==> config.mk <==
export PLATFORM = sky130hd
export DESIGN_NAME = duobin_punct_enc
export DESIGN_NICKNAME = d
export VERILOG_FILES = /design/src/rtl/ddb_pkg.sv /design/src/rtl/ddb_parity_enc.sv /design/src/rtl/ddb_level_lim.sv /design/src/rtl/ddb_puncture.sv /design/src/rtl/duobin_punct_enc.sv
export SDC_FILE = /design/constraint.sdc
export NUM_CORES = 1
export LEC_CHECK = 0
export BUFFER_PORTS_ARGS = -buffer_cell sky130_fd_sc_hd__buf_4
export CAP_MARGIN = 25
export CELL_PAD_IN_SITES_DETAIL_PLACEMENT = 1
export CELL_PAD_IN_SITES_GLOBAL_PLACEMENT = 1
export CORE_ASPECT_RATIO = 0.8
export CORE_MARGIN = 3
export CORE_UTILIZATION = 30
export CTS_BUF_LIST = sky130_fd_sc_hd__clkbuf_16
export CTS_CLUSTER_DIAMETER = 60
export DETAILED_ROUTE_END_ITERATION = 8
export PLACE_DENSITY_LB_ADDON = 0.2
export RECOVER_POWER = 50
export SETUP_SLACK_MARGIN = 0.5
export SLEW_MARGIN = 10
export SYNTH_ARGS = -nofsm -noshare
export SYNTH_HDL_FRONTEND = slang
export SYNTH_SLANG_ARGS = --single-unit
==> constraint.sdc <==
create_clock -name clk_i -period 3 [get_ports clk_i]
set_input_delay 0.3 -clock clk_i [delete_from_list [all_inputs] [get_ports clk_i]]
set_output_delay 0.3 -clock clk_i [all_outputs]
set_load 0.03 [all_outputs]
==> src/rtl/ddb_pkg.sv <==
package ddb_pkg;
  localparam int NUM_STR = 4;
  localparam int IDX_A   = 0;
  localparam int IDX_B   = 1;
  localparam int IDX_Y   = 2;
  localparam int IDX_W   = 3;
  localparam int STATE_W = 3;

  typedef logic [NUM_STR-1:0] sym_vec_t;
  typedef logic [STATE_W-1:0] enc_state_t;
endpackage

==> src/rtl/ddb_parity_enc.sv <==
module ddb_parity_enc
  import ddb_pkg::*;
(
  input  logic     clk_i,
  input  logic     rst_ni,
  input  logic     step_i,
  input  logic     a_i,
  input  logic     b_i,
  output sym_vec_t sym_o
);
  enc_state_t state_q;
  logic q1, q2, q3;

  assign q1 = state_q[0];
  assign q2 = state_q[1];
  assign q3 = state_q[2];

  always_comb begin
    sym_o        = '0;
    sym_o[IDX_A] = a_i;
    sym_o[IDX_B] = b_i;
    sym_o[IDX_Y] = a_i ^ b_i ^ q1 ^ q2 ^ q3;
    sym_o[IDX_W] = a_i ^ b_i ^ q1 ^ q3;
  end

  always_ff @(posedge clk_i or negedge rst_ni) begin
    if (!rst_ni) begin
      state_q <= '0;
    end else if (step_i) begin
      state_q[0] <= a_i ^ b_i ^ q1 ^ q3;
      state_q[1] <= q1 ^ b_i;
      state_q[2] <= q2 ^ a_i;
    end
  end

  // an idle cycle must not disturb the recursion
  a_r12_state_hold: assert property (@(posedge clk_i) disable iff (!rst_ni)
    !step_i |=> $stable(state_q));

  // q2 is not a term of w, so a change in q2 alone shows up only in y
  a_r3_w_ignores_q2: assert property (@(posedge clk_i) disable iff (!rst_ni)
    (sym_o[IDX_Y] ^ sym_o[IDX_W]) == q2);
endmodule

==> src/rtl/ddb_level_lim.sv <==
module ddb_level_lim
  import ddb_pkg::*;
#(
  parameter int LVL_W   = 4,
  parameter int LVL_MAX = 7
) (
  input  sym_vec_t                        sym_i,
  input  logic [LVL_W-1:0]                lvl_one_i,
  input  logic [LVL_W-1:0]                lvl_zero_i,
  output logic [NUM_STR-1:0][LVL_W-1:0]   lvl_o
);
  localparam logic [LVL_W-1:0] LIM = LVL_W'(LVL_MAX);

  for (genvar s = 0; s < NUM_STR; s++) begin : g_str
    logic [LVL_W-1:0] raw;
    assign raw      = sym_i[s] ? lvl_one_i : lvl_zero_i;
    assign lvl_o[s] = (raw > LIM) ? LIM : raw;
  end
endmodule

==> src/rtl/ddb_puncture.sv <==
module ddb_puncture
  import ddb_pkg::*;
#(
  parameter int LVL_W    = 4,
  parameter int PUNC_LEN = 12
) (
  input  logic                             clk_i,
  input  logic                             rst_ni,
  input  logic                             step_i,
  input  logic [NUM_STR-1:0][LVL_W-1:0]    lvl_i,
  input  logic [NUM_STR-1:0][PUNC_LEN-1:0] pat_i,
  output logic                             out_valid_o,
  output logic [NUM_STR-1:0]               keep_o,
  output logic [NUM_STR-1:0][LVL_W-1:0]    lvl_o
);
  localparam int POS_W = (PUNC_LEN > 1) ? $clog2(PUNC_LEN) : 1;
  localparam logic [POS_W-1:0] POS_LAST = POS_W'(PUNC_LEN - 1);

  logic [POS_W-1:0]              pos_q;
  logic [NUM_STR-1:0]            keep_d;
  logic [NUM_STR-1:0][LVL_W-1:0] lvl_d;

  for (genvar s = 0; s < NUM_STR; s++) begin : g_sel
    assign keep_d[s] = pat_i[s][pos_q];
    // puncture overrides whatever the limiter produced
    assign lvl_d[s]  = keep_d[s] ? lvl_i[s] : '0;
  end

  always_ff @(posedge clk_i or negedge rst_ni) begin
    if (!rst_ni) begin
      pos_q <= '0;
    end else if (step_i) begin
      pos_q <= (pos_q == POS_LAST) ? '0 : pos_q + 1'b1;
    end
  end

  always_ff @(posedge clk_i or negedge rst_ni) begin
    if (!rst_ni) begin
      out_valid_o <= 1'b0;
      keep_o      <= '0;
      lvl_o       <= '0;
    end else begin
      out_valid_o <= step_i;
      if (step_i) begin
        keep_o <= keep_d;
        lvl_o  <= lvl_d;
      end
    end
  end

  a_r10_pos_range: assert property (@(posedge clk_i) disable iff (!rst_ni)
    pos_q <= POS_LAST);

  a_r10_pos_wrap: assert property (@(posedge clk_i) disable iff (!rst_ni)
    (step_i && pos_q == POS_LAST) |=> pos_q == '0);

  a_r12_out_hold: assert property (@(posedge clk_i) disable iff (!rst_ni)
    !step_i |=> (!out_valid_o && $stable(lvl_o) && $stable(keep_o) && $stable(pos_q)));

  a_r13_beat_follows: assert property (@(posedge clk_i) disable iff (!rst_ni)
    step_i |=> out_valid_o);

  for (genvar s = 0; s < NUM_STR; s++) begin : g_chk
    a_r11_punct_zero: assert property (@(posedge clk_i) disable iff (!rst_ni)
      (out_valid_o && !keep_o[s]) |-> (lvl_o[s] == '0));
  end
endmodule

==> src/rtl/duobin_punct_enc.sv <==
module duobin_punct_enc
  import ddb_pkg::*;
#(
  parameter int LVL_W    = 4,
  parameter int LVL_MAX  = 7,
  parameter int PUNC_LEN = 12
) (
  input  logic                clk_i,
  input  logic                rst_ni,
  input  logic                in_valid_i,
  input  logic                a_i,
  input  logic                b_i,
  input  logic [LVL_W-1:0]    lvl_one_i,
  input  logic [LVL_W-1:0]    lvl_zero_i,
  input  logic [PUNC_LEN-1:0] pat_a_i,
  input  logic [PUNC_LEN-1:0] pat_b_i,
  input  logic [PUNC_LEN-1:0] pat_y_i,
  input  logic [PUNC_LEN-1:0] pat_w_i,
  output logic                out_valid_o,
  output logic [LVL_W-1:0]    a_lvl_o,
  output logic                a_keep_o,
  output logic [LVL_W-1:0]    b_lvl_o,
  output logic                b_keep_o,
  output logic [LVL_W-1:0]    y_lvl_o,
  output logic                y_keep_o,
  output logic [LVL_W-1:0]    w_lvl_o,
  output logic                w_keep_o
);
  sym_vec_t                        sym;
  logic [NUM_STR-1:0][LVL_W-1:0]   lim_lvl;
  logic [NUM_STR-1:0][PUNC_LEN-1:0] pat;
  logic [NUM_STR-1:0]              keep_q;
  logic [NUM_STR-1:0][LVL_W-1:0]   lvl_q;

  assign pat[IDX_A] = pat_a_i;
  assign pat[IDX_B] = pat_b_i;
  assign pat[IDX_Y] = pat_y_i;
  assign pat[IDX_W] = pat_w_i;

  ddb_parity_enc u_enc (
    .clk_i  (clk_i),
    .rst_ni (rst_ni),
    .step_i (in_valid_i),
    .a_i    (a_i),
    .b_i    (b_i),
    .sym_o  (sym)
  );

  ddb_level_lim #(
    .LVL_W   (LVL_W),
    .LVL_MAX (LVL_MAX)
  ) u_lim (
    .sym_i      (sym),
    .lvl_one_i  (lvl_one_i),
    .lvl_zero_i (lvl_zero_i),
    .lvl_o      (lim_lvl)
  );

  ddb_puncture #(
    .LVL_W    (LVL_W),
    .PUNC_LEN (PUNC_LEN)
  ) u_punc (
    .clk_i       (clk_i),
    .rst_ni      (rst_ni),
    .step_i      (in_valid_i),
    .lvl_i       (lim_lvl),
    .pat_i       (pat),
    .out_valid_o (out_valid_o),
    .keep_o      (keep_q),
    .lvl_o       (lvl_q)
  );

  assign a_lvl_o  = lvl_q[IDX_A];
  assign b_lvl_o  = lvl_q[IDX_B];
  assign y_lvl_o  = lvl_q[IDX_Y];
  assign w_lvl_o  = lvl_q[IDX_W];
  assign a_keep_o = keep_q[IDX_A];
  assign b_keep_o = keep_q[IDX_B];
  assign y_keep_o = keep_q[IDX_Y];
  assign w_keep_o = keep_q[IDX_W];

  for (genvar s = 0; s < NUM_STR; s++) begin : g_ceil
    a_r7_level_ceiling: assert property (@(posedge clk_i) disable iff (!rst_ni)
      out_valid_o |-> (lvl_q[s] <= LVL_W'(LVL_MAX)));
  end
endmodule

==> summary.md, run 1 <==
| Metric | Value |
|---|---|
| Post-CTS sizing | `0` |
| Most Used Layer, Global Route | `met2` |
| EDFF count, synth | `0` |
| # IOs | `between 80 and 90` |
| Drc violations | `0` |
| Worst EP arrival | `~2.2 ns` |
| Hold Buf Count CTS | `1` |
| Final hold vios | `0` |
| Max_cap viols | `1` |
| Synth warnings | `0` |
| Die ar. | `6780 um2` |
| Top FF cell, synth | `dfrtp_1` |
| Syn avg cell area | `between 10 and 15 um2` |
| Via Count | `between 1000 and 1500` |
| Postcts setup bufs | `0` |
| Sequential share of the synthesized area | `about two fifths` |
| WS Path Type | `input port to flip-flop` |
| P_leak | `1.19 nW` |
| Drt pass-1 iters | `2` |
| CTS Buffer Depth | `2` |
| Grt met1 use | `between 15 and 20%` |
| TritonCTS clock tree | `built` |
| Total Routed Length | `roughly 4600 um` |
| CTS buffer count | `3` |
| CP Max Fanout | `35` |
| Antenna cells | `0` |
| Final Max Tran Viols | `36` |
| Vias in the first global route | `around 1600` |
| Worst R2R Setup Slack | `between 1 and 1.5 ns` |
| Initial antenna violation count | `0` |
| Clk sinks | `28` |
| Final period util | `68.9%` |
| # fillers | `roughly 640` |
| R2R Path End | `u_punc.lvl_o[5]$_DFFE_PN0P_` |
| GRT Overall Usage | `between 10% and 20%` |
| Die Y | `between 70 and 80 um` |
| Reg-to-reg startpoint | `u_punc.pos_q[0]$_DFFE_PN0P_` |
| Outcome | `finished with violations` |
| Synth async-reset ratio | `100%` |
| Cell Area, Synth | `around 1700 um2` |
| Gate Count Post-Synth | `between 150 and 200` |
| Seq cells post-synth | `28` |
| Met3 usage | `under 10%` |
| Max Clock Freq | `approximately 480 MHz` |
| Total power | `between 2 and 2.5 mW` |
| Total Neg Setup Slack | `0 ns` |
| Ratio of cells with drive above 1 in the final layout | `a little over two fifths` |
| Hold Path Depth | `3` |
| Worst-Margin Slew | `around 1.6 ns` |
| Largest cells by area after synthesis | `dfrtp_1, mux2i_1, mux4_2, mux4_1, nor2_1` |
| Tmin final | `between 2 and 2.5 ns` |
| Worst Slack Setup Final | `0.932 ns` |
| Top cell type by total area after synthesis | `dfrtp_1` |
| H-tree depth | `1` |
| Vias per cell | `around 4.7` |
| Setup WS pre-CTS | `about 1.0 ns` |
| Root buf cell | `clkbuf_16` |
| Crit. End Element | `flip-flop` |
| Syn_nets | `around 220` |
| Critical Path RT | `between 3 and 4 ns` |
| IO buf count | `between 80 and 90` |
| Failing checks | `max-capacitance violations, max-slew violations` |
| HPWL Detailed | `3730 um` |
| Power Dens Cells | `roughly 830 nW/um2` |
| Final Wtd Congestion | `~0.7` |
| Top-count cell post-synth | `dfrtp_1` |
| Hold EP | `u_enc.state_q[2]$_DFFE_PN0P_` |
| Largest net degree at the start of global routing | `36` |
| Synth-to-Final Area Change | `40.1%` |
| First-pass GRT wire length | `between 7000 and 8000 um` |
| Final setup viols | `0` |
| RSZ-0062 raised after global routing | `no` |
| Avg WL per Cell | `14.9 um` |
| Met2 usage | `approximately a quarter` |
| Finished Cell Area | `roughly 2400 um2` |
| Synth cell types | `33` |
| Post-route ant nets | `0` |
| Iter 0 DRT Violations | `25` |
| Hold Startpoint | `a_i` |
| Die W | `roughly 90 um` |
| Nets | `around 290` |
| Worst Skew | `between 0.0006 and 0.0007 ns` |
| Max rail drop VDD | `roughly 260 uV` |
| Share of the synthesized area in the top cell type | `around 40%` |
| Initial core utilization | `about a third` |
| Commonest cells in the netlist | `dfrtp_1, mux2i_1, nor2_1, a21oi_1, inv_1` |
| CP Launch Type | `input port` |
| GRT overflow | `0` |
| Worst-path clk slew | `around 0.06 ns` |
| DP Area | `2380 um2` |
| HP Class | `input port to flip-flop` |
| # rows | `24` |
| Rel. slew slack | `-8.23%` |
| R2R depth | `5` |
| Core footprint | `about 5500 um2` |
| Worst skew pair latency | `around 0.26 ns` |
[area by class of cell]
class	instances	area (um2)	share of cell area, %
inverters	8	30.0	1.23
well taps	78	97.6	3.99
flip-flops and latches	28	701	28.6
multi-input cells	108	937	38.3
repair buffers	83	607	24.8
clock buffers	3	75.1	3.07
[logic make-up (layout without fill, tap and decap cells)]
logic type / Yosys count / after routing / share of synthesized area [%]
simple gates: 41 / 41 / 11.6
fa+ha+maj: 1 / 1 / 0.716
mux: 32 / 32 / 26.4
buf+inv: 20 / 94 / 6.23
compound gates: 29 / 29 / 10.6
flops: 28 / 28 / 40.1
xor+xnor: 5 / 5 / 4.37
[worst max path at each step]
stage / from / endpoint / slack (ns) / cells after the start
finish: in_valid_i / u_punc.lvl_o[8]$_DFFE_PN0P_ / 0.93 / 5
global route: in_valid_i / u_punc.lvl_o[13]$_DFFE_PN0P_ / 0.73 / 5
CTS: u_punc.pos_q[0]$_DFFE_PN0P_ / u_punc.lvl_o[5]$_DFFE_PN0P_ / 1.04 / 5
detailed placement: u_punc.pos_q[0]$_DFFE_PN0P_ / u_punc.keep_o[1]$_DFFE_PN0P_ / 1.05 / 5
global placement: u_punc.pos_q[0]$_DFFE_PN0P_ / u_punc.lvl_o[4]$_DFFE_PN0P_ / 1.08 / 5
floorplan: u_punc.pos_q[0]$_DFFE_PN0P_ / u_punc.lvl_o[0]$_DFFE_PN0P_ / 1.43 / 6
[layout by cell type, fill, tap and decap left out]
cell type      Yosys  final
buf_4              1     77
dfrtp_1           28     28
mux2i_1           19     19
nor2_1            15     15
a21oi_1            9      9
inv_1              8      8
mux4_2             7      7
nor2b_1            6      6
or2_2              6      6
o22ai_1            6      6
nor3_1             6      6
clkbuf_1           4      5
nand2_1            4      4
mux4_1             3      3
a31oi_1            3      3
mux2_2             3      3
clkbuf_16          0      3
o211a_1            2      2
a2bb2oi_1          2      2
and3_1             2      2
a21oi_2            2      2
xnor2_1            2      2
o21ai_0            2      2
o21ai_1            2      2
nand2b_1           1      1
and2b_1            1      1
xnor2_4            1      1
xor2_1             1      1
xnor3_1            1      1
a22o_1             1      1
ha_1               1      1
dlygate4sd3_1      0      1
[power breakdown]
group	switching [mW]	internal [mW]
registers	0.174	0.518
logic	0.517	0.521
clock network	0.123	0.177
[metal layers]
metal  up-vias  share of wire, %
met4         0              0.41
met3         5               4.9
met1       714                44
li1        706                 -
met5         -                 0
met2        32                51
[worst max-delay path, stage by stage]
cell and delay [ns]:
clkbuf_1 1.15, nor2b_1 0.34, and3_1 0.23, a21oi_2 0.07, o22ai_1 0.14
[flip-flops by register name, summed over array words and instances, names as in the netlist]
name	flops
u_punc.keep_o	4
u_enc.state_q	3
u_punc.out_valid_o	1
u_punc.lvl_o	16
u_punc.pos_q	4
[metrics by stage]
stage,hold slack [ns],std cells,util [%]
2_1_floorplan,0.00441,156,-
3_3_place_gp,0.235,304,43.1
3_5_place_dp,0.241,304,43.1
4_1_cts,0.373,308,44.6
5_1_grt,0.423,308,44.3
6_report,0.401,308,44.3
Note: power is estimated with default switching activity, not from simulation.
==> run 2, diff against run 1 <==
- clock period: 3 -> 2 ns (I/O delays scaled with it)
==> run 2 against run 1 <==
The flow now finishes without violations. Cell area up 2.9%. Clock-buffer cell count stayed put. Sequential cell count stayed put. Setup slack lost 0.62 ns. Non-clock buffer count is 5 higher. Register-to-register slack lost 0.76 ns. Clock skew up 0.0018 ns. Critical path depth stayed put. Critical path type is now flip-flop to flip-flop. Critical endpoint is now u_punc.keep_o[3]$_DFFE_PN0P_. Largest power group unchanged.
==> summary.md, run 2 (same netlist as run 1, synthesis figures left out) <==
| Metric | Value |
|---|---|
| Outcome | `complete, no violations` |
| Worst-path clk slew | `about 0.070 ns` |
| Cell internal pwr | `1.87 mW` |
| Worst-Margin Slew | `roughly 0.69 ns` |
| Tmin final | `~1.7 ns` |
| Post-route ant nets | `0` |
| Hold Startpoint | `a_i` |
| CTS Buffer Depth | `2` |
| TritonCTS clock tree | `built` |
| Ratio of cells with drive above 1 in the final layout | `a little under half` |
| Vias in the first global route | `approximately 1600` |
| Most frequent cells in the layout | `buf_4, dfrtp_1, mux2i_1` |
| Die ar. | `between 6000 and 7000 um2` |
| Total Neg Setup Slack | `0 ns` |
| Most common cell after layout, fill and taps aside | `buf_4` |
| Reg-to-reg startpoint | `u_punc.pos_q[0]$_DFFE_PN0P_` |
| First-pass GRT wire length | `around 7900 um` |
| CP Launch Type | `flip-flop` |
| Drc violations | `0` |
| Initial antenna violation count | `0` |
| Max_cap viols | `0` |
| Synth-to-Final Area Change | `44.1%` |
| CP Max Fanout | `5` |
| Rel. slew slack | `between 50% and 60%` |
| # fillers | `between 600 and 700` |
| P_leak | `1.20 nW` |
| Worst EP arrival | `approximately 1.8 ns` |
| Comb pwr share | `~53%` |
| R2R depth | `5` |
| Antenna cells | `0` |
| GRT overflow | `0` |
| Finished Cell Area | `2520 um2` |
| Final period util | `84.4%` |
| Worst Skew | `0.00243 ns` |
| Die Y | `approximately 74 um` |
| Final hold vios | `0` |
| Final Wtd Congestion | `~0.74` |
| # rows | `24` |
| RSZ-0062 raised after global routing | `yes` |
| CTS buffer count | `3` |
| Net switching power | `~1.3 mW` |
| H-tree depth | `1` |
| WS Path Type | `flip-flop to flip-flop` |
| Worst R2R Setup Slack | `0.31 ns` |
| Sw Ratio | `~41%` |
| Max reg flops | `16` |
| Drt pass-1 iters | `4` |
| Total Routed Length | `about 4800 um` |
| Max rail drop VDD | `roughly 540 uV` |
| Via Count | `between 1000 and 1500` |
| Largest net degree at the start of global routing | `29` |
| Max Clock Freq | `592 MHz` |
| Final Max Tran Viols | `0` |
| Total power | `~3.2 mW` |
| Worst setup path end | `u_punc.keep_o[3]$_DFFE_PN0P_` |
| HP Class | `input port to flip-flop` |
| Core Util, Final | `between 40% and 50%` |
| Power Dens Cells | `between 1000 and 1500 nW/um2` |
| Clk sinks | `28` |
| Worst skew pair latency | `~0.26 ns` |
| Final setup viols | `0` |
| Crit. End Element | `flip-flop` |
| IO buf count | `between 80 and 90` |
| Largest Register | `u_punc.lvl_o` |
| Nets | `about 300` |
| HPWL Detailed | `between 3000 and 4000 um` |
| Crit path launch | `u_punc.pos_q[0]$_DFFE_PN0P_` |
| R2R Path End | `u_punc.keep_o[3]$_DFFE_PN0P_` |
| Root buf cell | `clkbuf_16` |
| Reg power frac | `~33%` |
| Clock power frac | `between 10 and 15%` |
| Critical Path RT | `about 2.1 ns` |
| GRT Overall Usage | `around 15%` |
| Largest registers | `u_punc.lvl_o x16, u_punc.keep_o x4, u_punc.pos_q x4` |
| Vias per cell | `4.71` |
| Iter 0 DRT Violations | `22` |
| Worst hold slack | `a little over 0.3 ns` |
| Die W | `91.3 um` |
| Avg WL per Cell | `between 15 and 20 um` |
| DP Area | `between 2000 and 2500 um2` |
| Core footprint | `roughly 5500 um2` |
| # IOs | `just over 80` |
| Initial core utilization | `a little under a third` |
## run 2: worst min-delay path by stage
stage | to | slack, ns | depth (start not counted)
floorplan | u_enc.state_q[0]$_DFFE_PN0P_ | -0.1 | 0
global placement | u_punc.lvl_o[12]$_DFFE_PN0P_ | 0.14 | 1
detailed placement | u_punc.out_valid_o$_DFF_PN0_ | 0.15 | 1
CTS | u_punc.out_valid_o$_DFF_PN0_ | 0.16 | 1
global route | u_enc.state_q[2]$_DFFE_PN0P_ | 0.32 | 3
finish | u_enc.state_q[2]$_DFFE_PN0P_ | 0.30 | 3
## run 2: cell type report
| type | instances | area [um2] | area share [%] |
|---|---|---|---|
| Clock buffer | 3 | 75.1 | 2.98 |
| Clock inverter | 1 | 3.75 | 0.149 |
| Inverter | 8 | 30.0 | 1.19 |
| Multi-Input combinational cell | 108 | 951 | 37.8 |
| Sequential cell | 28 | 703 | 27.9 |
| Tap cell | 78 | 97.6 | 3.88 |
| Timing Repair Buffer | 88 | 657 | 26.1 |
## run 2: critical path, stage by stage, from the launching register on
cell and delay, ns:
dfrtp_1 0.44, buf_6 0.16, mux4_2 0.51, and3_4 0.21, a21oi_4 0.15, o21ai_1 0.09
## run 2: what timing repair did
item / 4_1_cts / 5_1_grt
hold buffers: 1 / 0
setup buffers: 1 / 1
setup endpoints to repair: 17 / 16
gates cloned: 1 / 0
gates resized for setup: 5 / 6
pin swaps: 4 / 4
hold endpoints to repair: 28 / 0
## run 2: through the flow
step	instances	worst slack (ns)
final	314	0.312
after global routing	314	0.182
after CTS	313	0.368
after detailed placement	306	0.307
after global placement	306	0.347
after floorplan	156	0.429
## run 2: power by group through the flow
| stage | combinational (mW) | sequential, mW | clock (mW) |
|---|---|---|---|
| floorplan | 0.975 | 1.21 | 0 |
| global placement | 1.63 | 1.04 | 0 |
| detailed placement | 1.67 | 1.05 | 0 |
| CTS | 1.69 | 1.05 | 0.467 |
| global route | 1.80 | 1.07 | 0.500 |
| finish | 1.66 | 1.04 | 0.454 |
## run 2: metal layers
metal | wire (um) | part of all wire [%] | up-vias | GRT usage [%]
li1 | - | - | 718 | -
met1 | 2050 | 43 | 728 | 18.2
met2 | 2500 | 52 | 31 | 26.7
met3 | 212 | 4.4 | 2 | 3.84
met4 | 10 | 0.21 | 0 | 1.51
met5 | 0 | 0 | - | 0
